`config.mk`:
```
export PLATFORM = sky130hd
export DESIGN_NAME = param_page_reader
export DESIGN_NICKNAME = d
export VERILOG_FILES = /design/src/rtl/pp_pkg.sv /design/src/rtl/pp_crc_acc.sv /design/src/rtl/pp_sig_chk.sv /design/src/rtl/pp_field_grab.sv /design/src/rtl/param_page_reader.sv
export SDC_FILE = /design/constraint.sdc
export NUM_CORES = 1
export LEC_CHECK = 0
export CORE_AREA = 2 2 237 145
export DETAILED_ROUTE_END_ITERATION = 12
export DIE_AREA = 0 0 239 147
export GPL_TIMING_DRIVEN = 0
export HOLD_SLACK_MARGIN = 0.1
export PLACE_DENSITY = 0.55
export SYNTH_ARGS = -nofsm -noshare
export SYNTH_HDL_FRONTEND = slang
export SYNTH_SLANG_ARGS = --single-unit
```
`constraint.sdc`:
```
create_clock -name clk -period 1.85 [get_ports clk]
set_input_delay 0.2775 -clock clk [delete_from_list [all_inputs] [get_ports clk]]
set_output_delay 0.2775 -clock clk [all_outputs]
set_load 0.02 [all_outputs]
```
`src/rtl/pp_pkg.sv`:
```
// Shared constants and the CRC byte step for the parameter page reader.
// Assumes the page layout is fixed: signature first, CRC in the last two bytes.
package pp_pkg;

    typedef enum logic [1:0] {
        ST_IDLE = 2'd0,
        ST_CMD  = 2'd1,
        ST_ADR  = 2'd2,
        ST_RUN  = 2'd3
    } pp_state_e;

    localparam logic [7:0]  OP_PARAM_PAGE = 8'hEC;
    localparam logic [7:0]  OP_ADDR_BYTE  = 8'h00;
    localparam logic [15:0] CRC_POLY      = 16'h8005;
    localparam logic [15:0] CRC_SEED      = 16'h4F4E;
    localparam logic [31:0] SIG_WORD      = 32'h49464E4F;  // byte 0 in bits 7:0
    localparam int          SIG_LEN       = 4;

    localparam int OFS_PAGE_BYTES = 80;
    localparam int OFS_PAGES_BLK  = 92;
    localparam int OFS_ADDR_CYC   = 101;
    localparam int OFS_T_PROG     = 133;
    localparam int OFS_T_ERASE    = 135;
    localparam int OFS_T_READ     = 137;

    // Advance the CRC by one byte, most significant bit first.
    function automatic logic [15:0] crc_step(input logic [15:0] c, input logic [7:0] d);
        logic [15:0] r;
        r = c;
        for (int b = 7; b >= 0; b--) begin
            if (r[15] ^ d[b]) r = {r[14:0], 1'b0} ^ CRC_POLY;
            else              r = {r[14:0], 1'b0};
        end
        return r;
    endfunction

endpackage

```
`src/rtl/pp_crc_acc.sv`:
```
// Running CRC-16 over the accepted bytes of one copy.
// Assumes the caller gates en to the covered byte range and pulses clr between copies.
module pp_crc_acc
    import pp_pkg::*;
(
    input  logic        clk,
    input  logic        rst_n,
    input  logic        clr,
    input  logic        en,
    input  logic [7:0]  din,
    output logic [15:0] crc
);

    // Seed on reset or clear, otherwise fold in one byte per enable.
    always_ff @(posedge clk) begin
        if (!rst_n)   crc <= CRC_SEED;
        else if (clr) crc <= CRC_SEED;
        else if (en)  crc <= crc_step(crc, din);
    end

endmodule

```
`src/rtl/pp_sig_chk.sv`:
```
// Tracks whether the leading signature bytes of the current copy matched.
// Assumes idx counts bytes within the copy and clr arrives before byte 0.
module pp_sig_chk
    import pp_pkg::*;
#(
    parameter int IDX_W = 8
) (
    input  logic             clk,
    input  logic             rst_n,
    input  logic             clr,
    input  logic             take,
    input  logic [IDX_W-1:0] idx,
    input  logic [7:0]       din,
    output logic             ok
);

    logic [7:0] want;
    logic       in_sig;

    // Select the expected signature byte for this position.
    always_comb begin
        want   = SIG_WORD[8*idx[1:0] +: 8];
        in_sig = take && (idx < IDX_W'(SIG_LEN));
    end

    // Clear to passing, then drop on any mismatching signature byte.
    always_ff @(posedge clk) begin
        if (!rst_n)      ok <= 1'b1;
        else if (clr)    ok <= 1'b1;
        else if (in_sig) ok <= ok && (din == want);
    end

endmodule

```
`src/rtl/pp_field_grab.sv`:
```
// Shadow register for one little-endian field of NB bytes starting at BASE.
// Assumes every byte of the field is rewritten by each copy before it is committed.
module pp_field_grab #(
    parameter int IDX_W = 8,
    parameter int BASE  = 0,
    parameter int NB    = 1
) (
    input  logic             clk,
    input  logic             rst_n,
    input  logic             take,
    input  logic [IDX_W-1:0] idx,
    input  logic [7:0]       din,
    output logic [8*NB-1:0]  val
);

    for (genvar k = 0; k < NB; k++) begin : g_lane
        // Capture byte k of the field when its position goes by.
        always_ff @(posedge clk) begin
            if (!rst_n)
                val[8*k +: 8] <= 8'h00;
            else if (take && (idx == IDX_W'(BASE + k)))
                val[8*k +: 8] <= din;
        end
    end

endmodule

```
`src/rtl/param_page_reader.sv`:
```
// Parameter page reader: issues the page command and address, streams copies,
// validates each by signature and CRC, and commits fields from the first good copy.
// Assumes the device keeps streaming redundant copies back to back after the address.
module param_page_reader
    import pp_pkg::*;
#(
    parameter  int PAGE_LEN   = 256,
    parameter  int NUM_COPIES = 3,
    localparam int IDX_W      = $clog2(PAGE_LEN),
    localparam int CPY_W      = (NUM_COPIES > 1) ? $clog2(NUM_COPIES) : 1
) (
    input  logic             clk,
    input  logic             rst_n,
    input  logic             start,
    output logic             req_valid,
    output logic             req_is_addr,
    output logic [7:0]       req_byte,
    input  logic             req_ready,
    input  logic             rd_valid,
    input  logic [7:0]       rd_byte,
    output logic             stream_en,
    output logic             busy,
    output logic             done,
    output logic [CPY_W-1:0] done_copy,
    output logic             err,
    output logic [31:0]      page_bytes,
    output logic [31:0]      pages_per_blk,
    output logic [3:0]       col_cycles,
    output logic [3:0]       row_cycles,
    output logic [15:0]      t_prog,
    output logic [15:0]      t_erase,
    output logic [15:0]      t_read
);

    localparam int CRC_END = PAGE_LEN - 2;

    pp_state_e        state;
    logic [IDX_W-1:0] idx;
    logic [CPY_W-1:0] copy;
    logic             take;
    logic             last;
    logic             restart;
    logic             crc_en;
    logic [15:0]      crc_q;
    logic             sig_ok;
    logic             pass;
    logic             final_copy;

    logic [31:0] sh_page_bytes;
    logic [31:0] sh_pages_blk;
    logic [7:0]  sh_cyc;
    logic [15:0] sh_prog;
    logic [15:0] sh_erase;
    logic [15:0] sh_read;
    logic [7:0]  sh_crc_lo;

    // Decode request port, stream window and per-byte strobes from the state.
    always_comb begin
        req_valid   = (state == ST_CMD) || (state == ST_ADR);
        req_is_addr = (state == ST_ADR);
        req_byte    = (state == ST_ADR) ? OP_ADDR_BYTE : OP_PARAM_PAGE;
        stream_en   = (state == ST_RUN);
        busy        = (state != ST_IDLE);
        take        = stream_en && rd_valid;
        last        = (idx == IDX_W'(PAGE_LEN - 1));
        restart     = ((state == ST_ADR) && req_ready) || (take && last);
        crc_en      = take && (idx < IDX_W'(CRC_END));
        final_copy  = (copy == CPY_W'(NUM_COPIES - 1));
        pass        = sig_ok && ({rd_byte, sh_crc_lo} == crc_q);
    end

    pp_crc_acc u_crc (
        .clk   (clk),
        .rst_n (rst_n),
        .clr   (restart),
        .en    (crc_en),
        .din   (rd_byte),
        .crc   (crc_q)
    );

    pp_sig_chk #(.IDX_W(IDX_W)) u_sig (
        .clk   (clk),
        .rst_n (rst_n),
        .clr   (restart),
        .take  (take),
        .idx   (idx),
        .din   (rd_byte),
        .ok    (sig_ok)
    );

    pp_field_grab #(.IDX_W(IDX_W), .BASE(OFS_PAGE_BYTES), .NB(4)) u_f_pb (
        .clk(clk), .rst_n(rst_n), .take(take), .idx(idx), .din(rd_byte), .val(sh_page_bytes)
    );
    pp_field_grab #(.IDX_W(IDX_W), .BASE(OFS_PAGES_BLK), .NB(4)) u_f_ppb (
        .clk(clk), .rst_n(rst_n), .take(take), .idx(idx), .din(rd_byte), .val(sh_pages_blk)
    );
    pp_field_grab #(.IDX_W(IDX_W), .BASE(OFS_ADDR_CYC), .NB(1)) u_f_cyc (
        .clk(clk), .rst_n(rst_n), .take(take), .idx(idx), .din(rd_byte), .val(sh_cyc)
    );
    pp_field_grab #(.IDX_W(IDX_W), .BASE(OFS_T_PROG), .NB(2)) u_f_tp (
        .clk(clk), .rst_n(rst_n), .take(take), .idx(idx), .din(rd_byte), .val(sh_prog)
    );
    pp_field_grab #(.IDX_W(IDX_W), .BASE(OFS_T_ERASE), .NB(2)) u_f_te (
        .clk(clk), .rst_n(rst_n), .take(take), .idx(idx), .din(rd_byte), .val(sh_erase)
    );
    pp_field_grab #(.IDX_W(IDX_W), .BASE(OFS_T_READ), .NB(2)) u_f_tr (
        .clk(clk), .rst_n(rst_n), .take(take), .idx(idx), .din(rd_byte), .val(sh_read)
    );
    pp_field_grab #(.IDX_W(IDX_W), .BASE(CRC_END), .NB(1)) u_f_crc (
        .clk(clk), .rst_n(rst_n), .take(take), .idx(idx), .din(rd_byte), .val(sh_crc_lo)
    );

    // Sequence command, address and the stream of copies.
    always_ff @(posedge clk) begin
        if (!rst_n) begin
            state <= ST_IDLE;
        end else begin
            unique case (state)
                ST_IDLE: if (start)     state <= ST_CMD;
                ST_CMD:  if (req_ready) state <= ST_ADR;
                ST_ADR:  if (req_ready) state <= ST_RUN;
                ST_RUN:  if (take && last && (pass || final_copy)) state <= ST_IDLE;
                default: state <= ST_IDLE;
            endcase
        end
    end

    // Count bytes within a copy and which copy is being judged.
    always_ff @(posedge clk) begin
        if (!rst_n) begin
            idx  <= '0;
            copy <= '0;
        end else if ((state == ST_ADR) && req_ready) begin
            idx  <= '0;
            copy <= '0;
        end else if (take) begin
            idx <= last ? '0 : idx + 1'b1;
            if (last && !pass && !final_copy) copy <= copy + 1'b1;
        end
    end

    // Report completion, copy index and the all-failed flag.
    always_ff @(posedge clk) begin
        if (!rst_n) begin
            done      <= 1'b0;
            done_copy <= '0;
            err       <= 1'b0;
        end else begin
            done <= 1'b0;
            if ((state == ST_IDLE) && start) err <= 1'b0;
            if (take && last && (pass || final_copy)) begin
                done      <= 1'b1;
                done_copy <= copy;
                err       <= !pass;
            end
        end
    end

    // Commit shadow fields only from a copy that passed both checks.
    always_ff @(posedge clk) begin
        if (!rst_n) begin
            page_bytes    <= '0;
            pages_per_blk <= '0;
            col_cycles    <= '0;
            row_cycles    <= '0;
            t_prog        <= '0;
            t_erase       <= '0;
            t_read        <= '0;
        end else if (take && last && pass) begin
            page_bytes    <= sh_page_bytes;
            pages_per_blk <= sh_pages_blk;
            col_cycles    <= sh_cyc[7:4];
            row_cycles    <= sh_cyc[3:0];
            t_prog        <= sh_prog;
            t_erase       <= sh_erase;
            t_read        <= sh_read;
        end
    end

endmodule

```
Yosys cells after proc, flatten, opt, wreduce, memory -nomap -nowiden
Cells that the tools add are included.

Equal/unequal tests: 27. Mux-type cells: 39. Add/sub/neg operators: 2. Reduce and logical (&&, ||, !) cells: 40. Shift operators: 1. Bitwise operators: 17. Order comparisons: 2.

Operator list (number): $mux W16 (29); $eq A8 B7 Y1 const B (9); $eq A8 B8 Y1 const B (8); $shiftx A32 B6 Y8 const A (1); $logic_and A1 B1 Y1 (28); $not A3 Y3 (8); $eq A16 B16 Y1 (1); $mux W8 (2); $add A8 B1 Y8 const B (1); $eq A8 B8 Y1 (1); $lt A8 B3 Y1 const B (1); $lt A8 B8 Y1 const B (1); $mux W2 (4); $pmux W2 S4 (1); $xor A1 B1 Y1 (8); $eq A2 B2 Y1 const B (3); $ne A2 B1 Y1 const B (2); $ne A2 B2 Y1 const B (2); $reduce_and A4 Y1 (1); $reduce_bool A2 Y1 (2); $reduce_or A2 Y1 (2); $logic_or A1 B1 Y1 (3); $mux W1 (3); $add A2 B1 Y2 const B (1); 5 further kinds (6).

Bits in registers: 281.

Longest topological paths before layout
Gate-level depths: netlist of run 1.

Word-level depth: 38. Gate-level depth with buffers: 11. Mapped depth without buffers: 7.

Modules after synthesis
Synthesis of run 1 repeated with hierarchy kept, for this count alone.

Cell total of the unflattened synthesis: 1259. Area total of the unflattened synthesis: 11887.7 um^2.

Modules (own cells, without submodules): param_page_reader (cells each 657, area an instance 5861.9 um^2, sequential area each 2722.6 um^2, times used 1); pp_field_grab at u_f_tp ... (cells each 64, area an instance 644.4 um^2, sequential area each 320.3 um^2, times used 2); pp_field_grab at u_f_pb (cells each 117, area an instance 1247.4 um^2, sequential area each 640.6 um^2, times used 1); pp_field_grab at u_f_ppb (cells each 119, area an instance 1229.9 um^2, sequential area each 640.6 um^2, times used 1); pp_crc_acc (cells each 83, area an instance 783.3 um^2, sequential area each 320.3 um^2, times used 1); pp_field_grab at u_f_te (cells each 64, area an instance 639.4 um^2, sequential area each 320.3 um^2, times used 1); pp_field_grab at u_f_cyc (cells each 38, area an instance 350.3 um^2, sequential area each 160.2 um^2, times used 1); pp_field_grab at u_f_crc (cells each 38, area an instance 349.1 um^2, sequential area each 160.2 um^2, times used 1); pp_sig_chk (cells each 15, area an instance 137.6 um^2, sequential area each 20.0 um^2, times used 1).

Worst setup path after synthesis of run 1
Ideal clock, no wire load.

Path kind: reg2reg. From: register state[0]. To: register t_prog[10]. Setup slack: -0.335 ns. Data arrival time: 2.114 ns. Stages on the path, launching flop included: 12. Data required time: 1.779 ns. Cells stage by stage: dfxtp_1 -> ha_1 -> and2_1 -> buf_4 -> nand2_4 -> nor3_4 -> and3_1 -> buf_4 -> buf_12 -> buf_6 -> nand2_1 -> a21oi_2.

Word-level cells in the longest chain between the ends: 4.

RTL lines: start, declared (line param_page_reader.sv:37) `pp_state_e state;`; start signal, assigned (line param_page_reader.sv:116) `state <= ST_IDLE;`; start signal, assigned (line param_page_reader.sv:119) `ST_IDLE: if (start) state <= ST_CMD;`; start signal, assigned (line param_page_reader.sv:120) `ST_CMD: if (req_ready) state <= ST_ADR;`; $eq A2 B2 Y1 (line param_page_reader.sv:62) `stream_en = (state == ST_RUN);`; net stream_en (line param_page_reader.sv:21) `output logic stream_en,`; $logic_and A1 B1 Y1 (line param_page_reader.sv:64) `take = stream_en && rd_valid;`; $logic_and A1 B1 Y1 (2 in series) (line param_page_reader.sv:169) `end else if (take && last && pass) begin`; end signal, assigned (line param_page_reader.sv:174) `t_prog <= sh_prog;`; end, declared (line param_page_reader.sv:30) `output logic [15:0] t_prog,`.

The timed path passes the listed nets, and every way through them passes these cells. A chain may end at the register's enable or synchronous reset.

Worst setup path in the final report of run 1
From: register u_crc.crc[10]. To: register page_bytes[15].

Word-level cells in the longest chain between the ends: 3.

RTL lines: start, declared (line pp_crc_acc.sv:11) `output logic [15:0] crc`; start signal, assigned (line pp_crc_acc.sv:18) `else if (en) crc <= crc_step(crc, din);`; $eq A16 B16 Y1 (line param_page_reader.sv:69) `pass = sig_ok && ({rd_byte, sh_crc_lo} == crc_q);`; $logic_and A1 B1 Y1 (line param_page_reader.sv:69); $logic_and A1 B1 Y1 (line param_page_reader.sv:169); end signal, assigned (line param_page_reader.sv:170) `page_bytes <= sh_page_bytes;`; end, declared (line param_page_reader.sv:26) `output logic [31:0] page_bytes,`.

Every way passes these cells.

==> summary.md, run 1 <==
| Metric | Value |
|---|---|
| Top-area cell type share of the netlist area | 0.493 |
| Via-to-Cell Ratio | 4.75 |
| Max-slew headroom | 0.405 |
| Hold Slack | 0.157 ns |
| Hold Violations, Final | 0 |
| Int Pwr | 10700 uW |
| CP peak stage delay | 0.36 ns |
| Clk pwr share | 0.457 |
| Largest delay share family, worst path | simple AND/OR/NAND/NOR gates |
| Hold path depth | 3 |
| Sequential area share after synthesis | 0.493 |
| Number of routed nets with antenna violations | 0 |
| Core area | 0.0332 mm2 |
| Adder and majority gate portion of the synthesized area | 0.0110 |
| Switching Share | 0.241 |
| Maximum root-to-sink buffer count | 3 |
| Most used cell along the critical path | buf_12 |
| Synth Area per Inst | 9.62 um2 |
| Failing checks | setup timing |
| Gr ovfl total | 0 |
| Area delta synth->final | 40.3% |
| Critical path launch point type | flop |
| CP Capture Type | flop |
| Tmin final | 2.03 ns |
| Ys Warns | 0 |
| Leakage | 0.00681 uW |
| Final Cycle Share | 1.10 |
| Mux contribution to synthesized area | 0.114 |
| Vias in the first global route | 8421 |
| Cells on worst reg2reg path | 9 |
| Fmax | 493 MHz |
| Ports | 149 |
| GRT Overall Usage | 0.187 |
| Layout fillers | 3081 |
| Final setup viols | 124 |
| Pwr/cell area | 878 mW/mm2 |
| Drt drc | 0 |
| Worst Clk Skew | 0.0150 ns |
| Slowest-stage cell, CP | dfxtp_4 |
| Cell variety after synth | 54 |
| Main combinational cell family by area after synthesis | simple AND/OR/NAND/NOR gates |
| Post-Place Setup Slack | -0.887 ns |
| Avg WL per Cell | 18.3 um |
| Final Max Tran Viols | 0 |
| Worst Setup Slack, final | -0.177 ns |
| Top_reg_cell synth | dfxtp_1 |
| N_diodes | 0 |
| Port buffer count | 136 |
| Max Cap Viol | 0 |
| Critical Path, Cell by Cell | xnor2_4, nand4_1, nor3_4, and3_4, buf_12, buf_12, buf_12, nand2_2, a21oi_2 |
| Skew-Pair Late Insertion Delay | 0.56 ns |
| P_sw | 3390 uW |
| Status | finished with violations |
| Worst Path Buf+Inv | 3 |
| Total iterations of the first detailed-routing run | 5 |
| Combinational group share of total power | 0.104 |
| XOR/XNOR Fraction of Synth Area | 0.0431 |
| Synth Area in Compound Gates | 0.0979 |
| Final instance area | 0.0160 mm2 |
| Clk root buf | clkbuf_16 |
| Synth Instances | 1185 |
| Cell Area, Placed | 0.0134 mm2 |
| Crit path required time | 2.33 ns |
| Reg clk slew, reported paths | 0.07 ns |
| Peak supply drop | 0.713 mV |
| Post-Route Utilization | 0.482 |
| Die ar. | 0.0351 mm2 |
| Synthesized area | 0.0114 mm2 |
| CTS sink count | 281 |
| Largest net degree at the start of global routing | 16 |
| Register bit total from synthesis | 281 |
| R2r setup slk | -0.18 ns |
| EDFF count, synth | 0 |
| DR iter-0 viols | 627 |
| Initial Utilization | 0.344 |
| Layout cells sized above 1 | 0.298 |
| Worst Path Arrival | 2.50 ns |
| DR vias | 8841 |
| First-pass GRT wire length | 50.5 mm |
| CTS tree | done |
| Crit Path Category | flop to flop |
| Worst Path Max Fanout | 6 |
| Die extent in x | 239 um |
| Post-synth top area cell | dfxtp_1 |
| Leading post-synthesis cells by cell area | dfxtp_1 (49%), mux2i_1 (11%), nand2_1 (6.7%) |
| Die Ht | 147 um |
| Sequential share of power | 0.439 |
| Routed WL | 34.1 mm |
| CTS buffer count | 27 |
| RSZ-0062 raised after global routing | yes |
| Ys async rst share | 0 |
| Dpl hpwl | 22.3 mm |
| Critical path depth | 9 |
| Post-synthesis simple-gate area fraction | 0.188 |
| Initial antenna violation count | 0 |
| H-tree levels | 1 |
| Std-Cell Rows | 52 |
| Hold Path Class | input pin to flop |
| Final net count | 1434 |
| Placer Congestion | 0.829 |
| Slew of the pin with the lowest slew margin | 0.892 ns |
-- path summary, 6_finish.rpt --
path | start | endpoint
max reg2reg | u_crc.crc[10]$_SDFFE_PP1P_ | page_bytes[15]$_SDFFE_PN0P_
max | u_crc.crc[10]$_SDFFE_PP1P_ | page_bytes[15]$_SDFFE_PN0P_
min | rd_byte[3] | u_f_te.val[11]$_SDFFE_PN0P_
min reg2reg | u_f_ppb.val[17]$_SDFFE_PN0P_ | pages_per_blk[17]$_SDFFE_PN0P_
-- sequential cells by signal, indices dropped and copies added, names as in the netlist, 2 cells and up --
signal and cells:
u_f_cyc.val 8, u_crc.crc 16, t_read 16, idx 8, pages_per_blk 32, page_bytes 32
done_copy 2, copy 2, u_f_te.val 16, row_cycles 4, t_prog 16, u_f_tp.val 16
state 2, u_f_ppb.val 32, u_f_tr.val 16, col_cycles 4, u_f_crc.val 8, t_erase 16
u_f_pb.val 32
-- power groups by stage --
stage               combinational, uW  sequential (uW)  clock (uW)
finish                           1460             6170        6420
global route                     1560             6170        6790
CTS                              1270             6170        6520
detailed placement               1210             6300           0
global placement                 1200             6300           0
floorplan                         824             6290           0
-- worst min-delay path, delay by kind of cell --
kind	cells	cell delay, ns
multiplexers	1	0.15
buffers and inverters	1	0.19
AND/OR/NAND/NOR	1	0.05
-- layer usage --
| layer | GRT usage | wire [um] |
|---|---|---|
| met4 | 0.0406 | 564 |
| met3 | 0.0314 | 1890 |
| met2 | 0.261 | 14000 |
| met5 | 0 | 0 |
| met1 | 0.297 | 17600 |
-- final cells by class --
| class | count | area [um2] | area share |
|---|---|---|---|
| Buffer | 87 | 741 | 0.0463 |
| Clock buffer | 35 | 766 | 0.0479 |
| Clock inverter | 14 | 258 | 0.0161 |
| Inverter | 9 | 36.3 | 0.00227 |
| Multi-Input combinational cell | 807 | 5830 | 0.364 |
| Sequential cell | 281 | 5660 | 0.354 |
| Tap cell | 432 | 541 | 0.0338 |
| Timing Repair Buffer | 198 | 2170 | 0.136 |
-- synthesized netlist by cell type, types with 3 or more instances --
cell type	instances
buf_12	8
o21ai_0	6
mux2i_1	130
a21oi_1	52
a21oi_2	80
nand2_2	70
nand4_1	4
nand3_2	4
xor2_1	4
xnor2_1	23
dfxtp_1	281
xnor2_4	5
inv_1	8
buf_2	12
o211ai_1	6
nand2_1	203
nor2_2	4
clkbuf_1	48
nand3_1	15
buf_4	15
nor2_1	146
buf_1	4
a211oi_1	3
nor3_1	5
nor3_2	4
ha_1	10
-- per-stage QoR --
stage / total power (uW) / instances / TNS [ns]
2_1_floorplan: 7110 / 1187 / -7.37
3_3_place_gp: 7500 / 1755 / -140.23
3_5_place_dp: 7510 / 1755 / -147.91
4_1_cts: 14000 / 1843 / -13.46
5_1_grt: 14500 / 1863 / -22.78
6_report: 14000 / 1863 / -12.61
-- placed cells by master, fill, tap and decap left out, types with 7 or more instances in the layout --
cell type and count:
clkbuf_16 34, buf_4 47, dlymetal6s2s_1 16, mux2i_1 129, dfxtp_2 10, nor2_4 8, clkdlybuf4s50_1 101, nand2_4 43
dlygate4sd2_1 11, buf_6 16, nand2_2 61, bufinv_16 7, dfxtp_1 265, nor3_4 8, a21oi_1 41, buf_12 21
a21oi_2 90, clkbuf_8 9, xnor2_1 21, clkbuf_1 34, nand2_1 170, nand3_4 8, nor2_1 144, buf_8 8
nand3_1 9
-- repair_timing --
item	4_1_cts	5_1_grt
hold buffers	6	0
endpoints found under the hold margin	12	0
buffers inserted	32	16
pin swaps	26	102
endpoints found under the setup margin	282	268
resized for setup	141	153
gates cloned	3	6
-- cells by family after synthesis --
| group | Yosys count |
|---|---|
| AND/OR/NAND/NOR | 472 |
| buffers and inverters | 99 |
| AO/OA/AOI/OAI | 154 |
| adder cells (fa/ha/maj) | 10 |
| XOR/XNOR | 38 |
| other | 1 |
| multiplexers | 130 |
| flip-flops | 281 |
Note: power is estimated with default switching activity, not from simulation.
==> run 2: changes to the inputs <==
GPL_TIMING_DRIVEN = not set   (was 0)
==> run 2 against run 1 <==
  * The flow still finishes with violations (setup timing)
  * Clock-buffer cell count fell by 1
  * Fmax rose by 4.8%
  * Critical path depth rose by 1
  * Clock skew fell by 0.0054 ns
==> summary.md, run 2 (synthesis results as in run 1) <==
| Metric | Value |
|---|---|
| Status | finished with violations (unchanged) |
| Failing checks | setup timing (unchanged) |
| Die extent in x | 239 um (unchanged) |
| Cts hold-fix bufs | 0 (was 6) |
| Initial antenna violation count | 0 (unchanged) |
| DR vias | 8700 (was 8841) |
| Slowest-stage cell, CP | dfxtp_4 (unchanged) |
| Skew-Pair Late Insertion Delay | 0.55 ns (was 0.56 ns) |
| Die ar. | 0.0351 mm2 (unchanged) |
| Fmax | 517 MHz (was 493 MHz) |
| Placer Congestion | 0.838 (was 0.829) |
| Post-Route Utilization | 0.484 (was 0.482) |
| Routed WL | 32.6 mm (was 34.1 mm) |
| Max Cap Viol | 0 (unchanged) |
| Peak supply drop | 0.554 mV (was 0.713 mV) |
| Most used cell along the critical path | buf_12 (unchanged) |
| Post-Place Setup Slack | -0.622 ns (was -0.887 ns) |
| Reg clk slew, reported paths | 0.07 ns (about the same) |
| Worst Clk Skew | 0.00956 ns (was 0.0150 ns) |
| H-tree levels | 1 (unchanged) |
| Total power draw | 13100 uW (was 14000 uW) |
| Tmin final | 1.94 ns (was 2.03 ns) |
| First-pass GRT wire length | 49.5 mm (was 50.5 mm) |
| Clk root buf | clkbuf_16 (unchanged) |
| Ports | 149 (unchanged) |
| Largest net degree at the start of global routing | 39 (was 16) |
| Hold Violations, Final | 0 (unchanged) |
| DR iter-0 viols | 496 (was 627) |
| Core area | 0.0332 mm2 (unchanged) |
| Final setup viols | 79 (was 124) |
| N_diodes | 0 (unchanged) |
| Maximum root-to-sink buffer count | 3 (unchanged) |
| CTS buffer count | 27 (unchanged) |
| CTS sink count | 281 (unchanged) |
| Critical Path, Cell by Cell | ha_4, and2_4, nand2_4, nor3_4, and3_4, buf_12, buf_12, buf_12, nand2_1, a21oi_1 (was xnor2_4, nand4_1, nor3_4, and3_4, buf_12, buf_12, buf_12, nand2_2, a21oi_2) |
| Leading cell types in the layout, fill and taps excluded | dfxtp_1 (269), nand2_1 (169), nor2_1 (146) (was dfxtp_1 (265), nand2_1 (170), nor2_1 (144)) |
| Drt drc | 0 (unchanged) |
| CP peak stage delay | 0.37 ns (was 0.36 ns) |
| Hold Path Class | input pin to flop (unchanged) |
| Vias in the first global route | 8338 (was 8421) |
| Layout cells sized above 1 | 0.320 (was 0.298) |
| Initial Utilization | 0.344 (unchanged) |
| CTS tree | done (unchanged) |
| Critical path launch point type | flop (unchanged) |
| Dpl hpwl | 20.0 mm (was 22.3 mm) |
| Total iterations of the first detailed-routing run | 5 (unchanged) |
| Worst Setup Slack, final | -0.0852 ns (was -0.177 ns) |
| CP Capture Type | flop (unchanged) |
| Crit Path Category | flop to flop (unchanged) |
| Via-to-Cell Ratio | 4.72 (was 4.75) |
| Die Ht | 147 um (unchanged) |
| Crit path required time | 2.33 ns (about the same) |
| Final Max Tran Viols | 0 (unchanged) |
| Gr ovfl total | 0 (unchanged) |
| Std-Cell Rows | 52 (unchanged) |
| Final net count | 1415 (was 1434) |
| Number of routed nets with antenna violations | 0 (unchanged) |
| RSZ-0062 raised after global routing | yes (unchanged) |
| Area delta synth->final | 40.9% (was 40.3%) |
| Worst Path Arrival | 2.42 ns (was 2.50 ns) |
| Worst Path Max Fanout | 8 (was 6) |
| Leakage | 0.00714 uW (was 0.00681 uW) |
| Port buffer count | 145 (was 136) |
| GRT Overall Usage | 0.181 (was 0.187) |
| Most common cell after layout, fill and taps aside | dfxtp_1 (unchanged) |
| Pwr/cell area | 816 mW/mm2 (was 878 mW/mm2) |
| Final Cycle Share | 1.05 (was 1.10) |
| Avg WL per Cell | 17.7 um (was 18.3 um) |
-- run 2: area by class of cell --
| cell class | instances | area [um2] |
|---|---|---|
| fillers | 3110 | 17100 |
| multi-input cells | 807 | 5790 |
| flip-flops and latches | 281 | 5650 |
| repair buffers | 266 | 3170 |
| clock buffers | 34 | 762 |
| well taps | 432 | 541 |
| clock inverters | 16 | 118 |
| inverters | 9 | 46.3 |
-- run 2: worst max-delay path, delay by kind of cell, from the launching register on --
kind | cells | cell delay, ns
AO/OA/AOI/OAI | 1 | 0.12
adder cells (fa/ha/maj) | 1 | 0.13
buffers and inverters | 3 | 0.44
flip-flops | 1 | 0.37
AND/OR/NAND/NOR | 5 | 0.79
-- run 2: repair_timing --
| item | CTS | global route |
|---|---|---|
| resized for setup | 97 | 152 |
| setup buffers | 17 | 7 |
| pin swaps | 48 | 85 |
| hold endpoints to repair | 0 | 0 |
| gates cloned | 9 | 8 |
| setup endpoints to repair | 101 | 224 |
-- run 2: path summary, 6_finish.rpt --
kind | end | cells past startpoint | slack [ns] | start
max | t_read[2]$_SDFFE_PN0P_ | 10 | -0.09 | state[0]$_SDFFE_PN0P_
min | err$_SDFFE_PN0P_ | 4 | 0.44 | start
max reg2reg | t_read[2]$_SDFFE_PN0P_ | 10 | -0.09 | state[0]$_SDFFE_PN0P_
min reg2reg | pages_per_blk[27]$_SDFFE_PN0P_ | 2 | 0.45 | u_f_ppb.val[27]$_SDFFE_PN0P_
-- run 2: layer usage --
layer | global-route usage | wire length, um
met1 | 0.286 | 17100
met2 | 0.250 | 13300
met3 | 0.0400 | 1720
met4 | 0.0319 | 415
met5 | 0 | 0
-- run 2: power by group --
| part | internal, uW | switching (uW) |
|---|---|---|
| sequential | 6110 | 58.6 |
| combinational | 642 | 772 |
| clock | 3060 | 2470 |
-- run 2: stage by stage --
stage | instances | hold slack [ns] | instance area (um2) | TNS (ns)
2_1_floorplan | 1187 | 0.431 | 11500 | -7.37
3_3_place_gp | 1763 | 0.440 | 14000 | -68.87
3_5_place_dp | 1763 | 0.444 | 14000 | -75.81
4_1_cts | 1838 | 0.450 | 15400 | -2.29
5_1_grt | 1845 | 0.472 | 16100 | -11.09
6_report | 1845 | 0.442 | 16100 | -3.33
==> run 3: changes to the inputs <==
CAP_MARGIN = 20   (was not set)
==> results of run 3 <==
The final DEF is identical to that of run 2; final timing and power are the same.
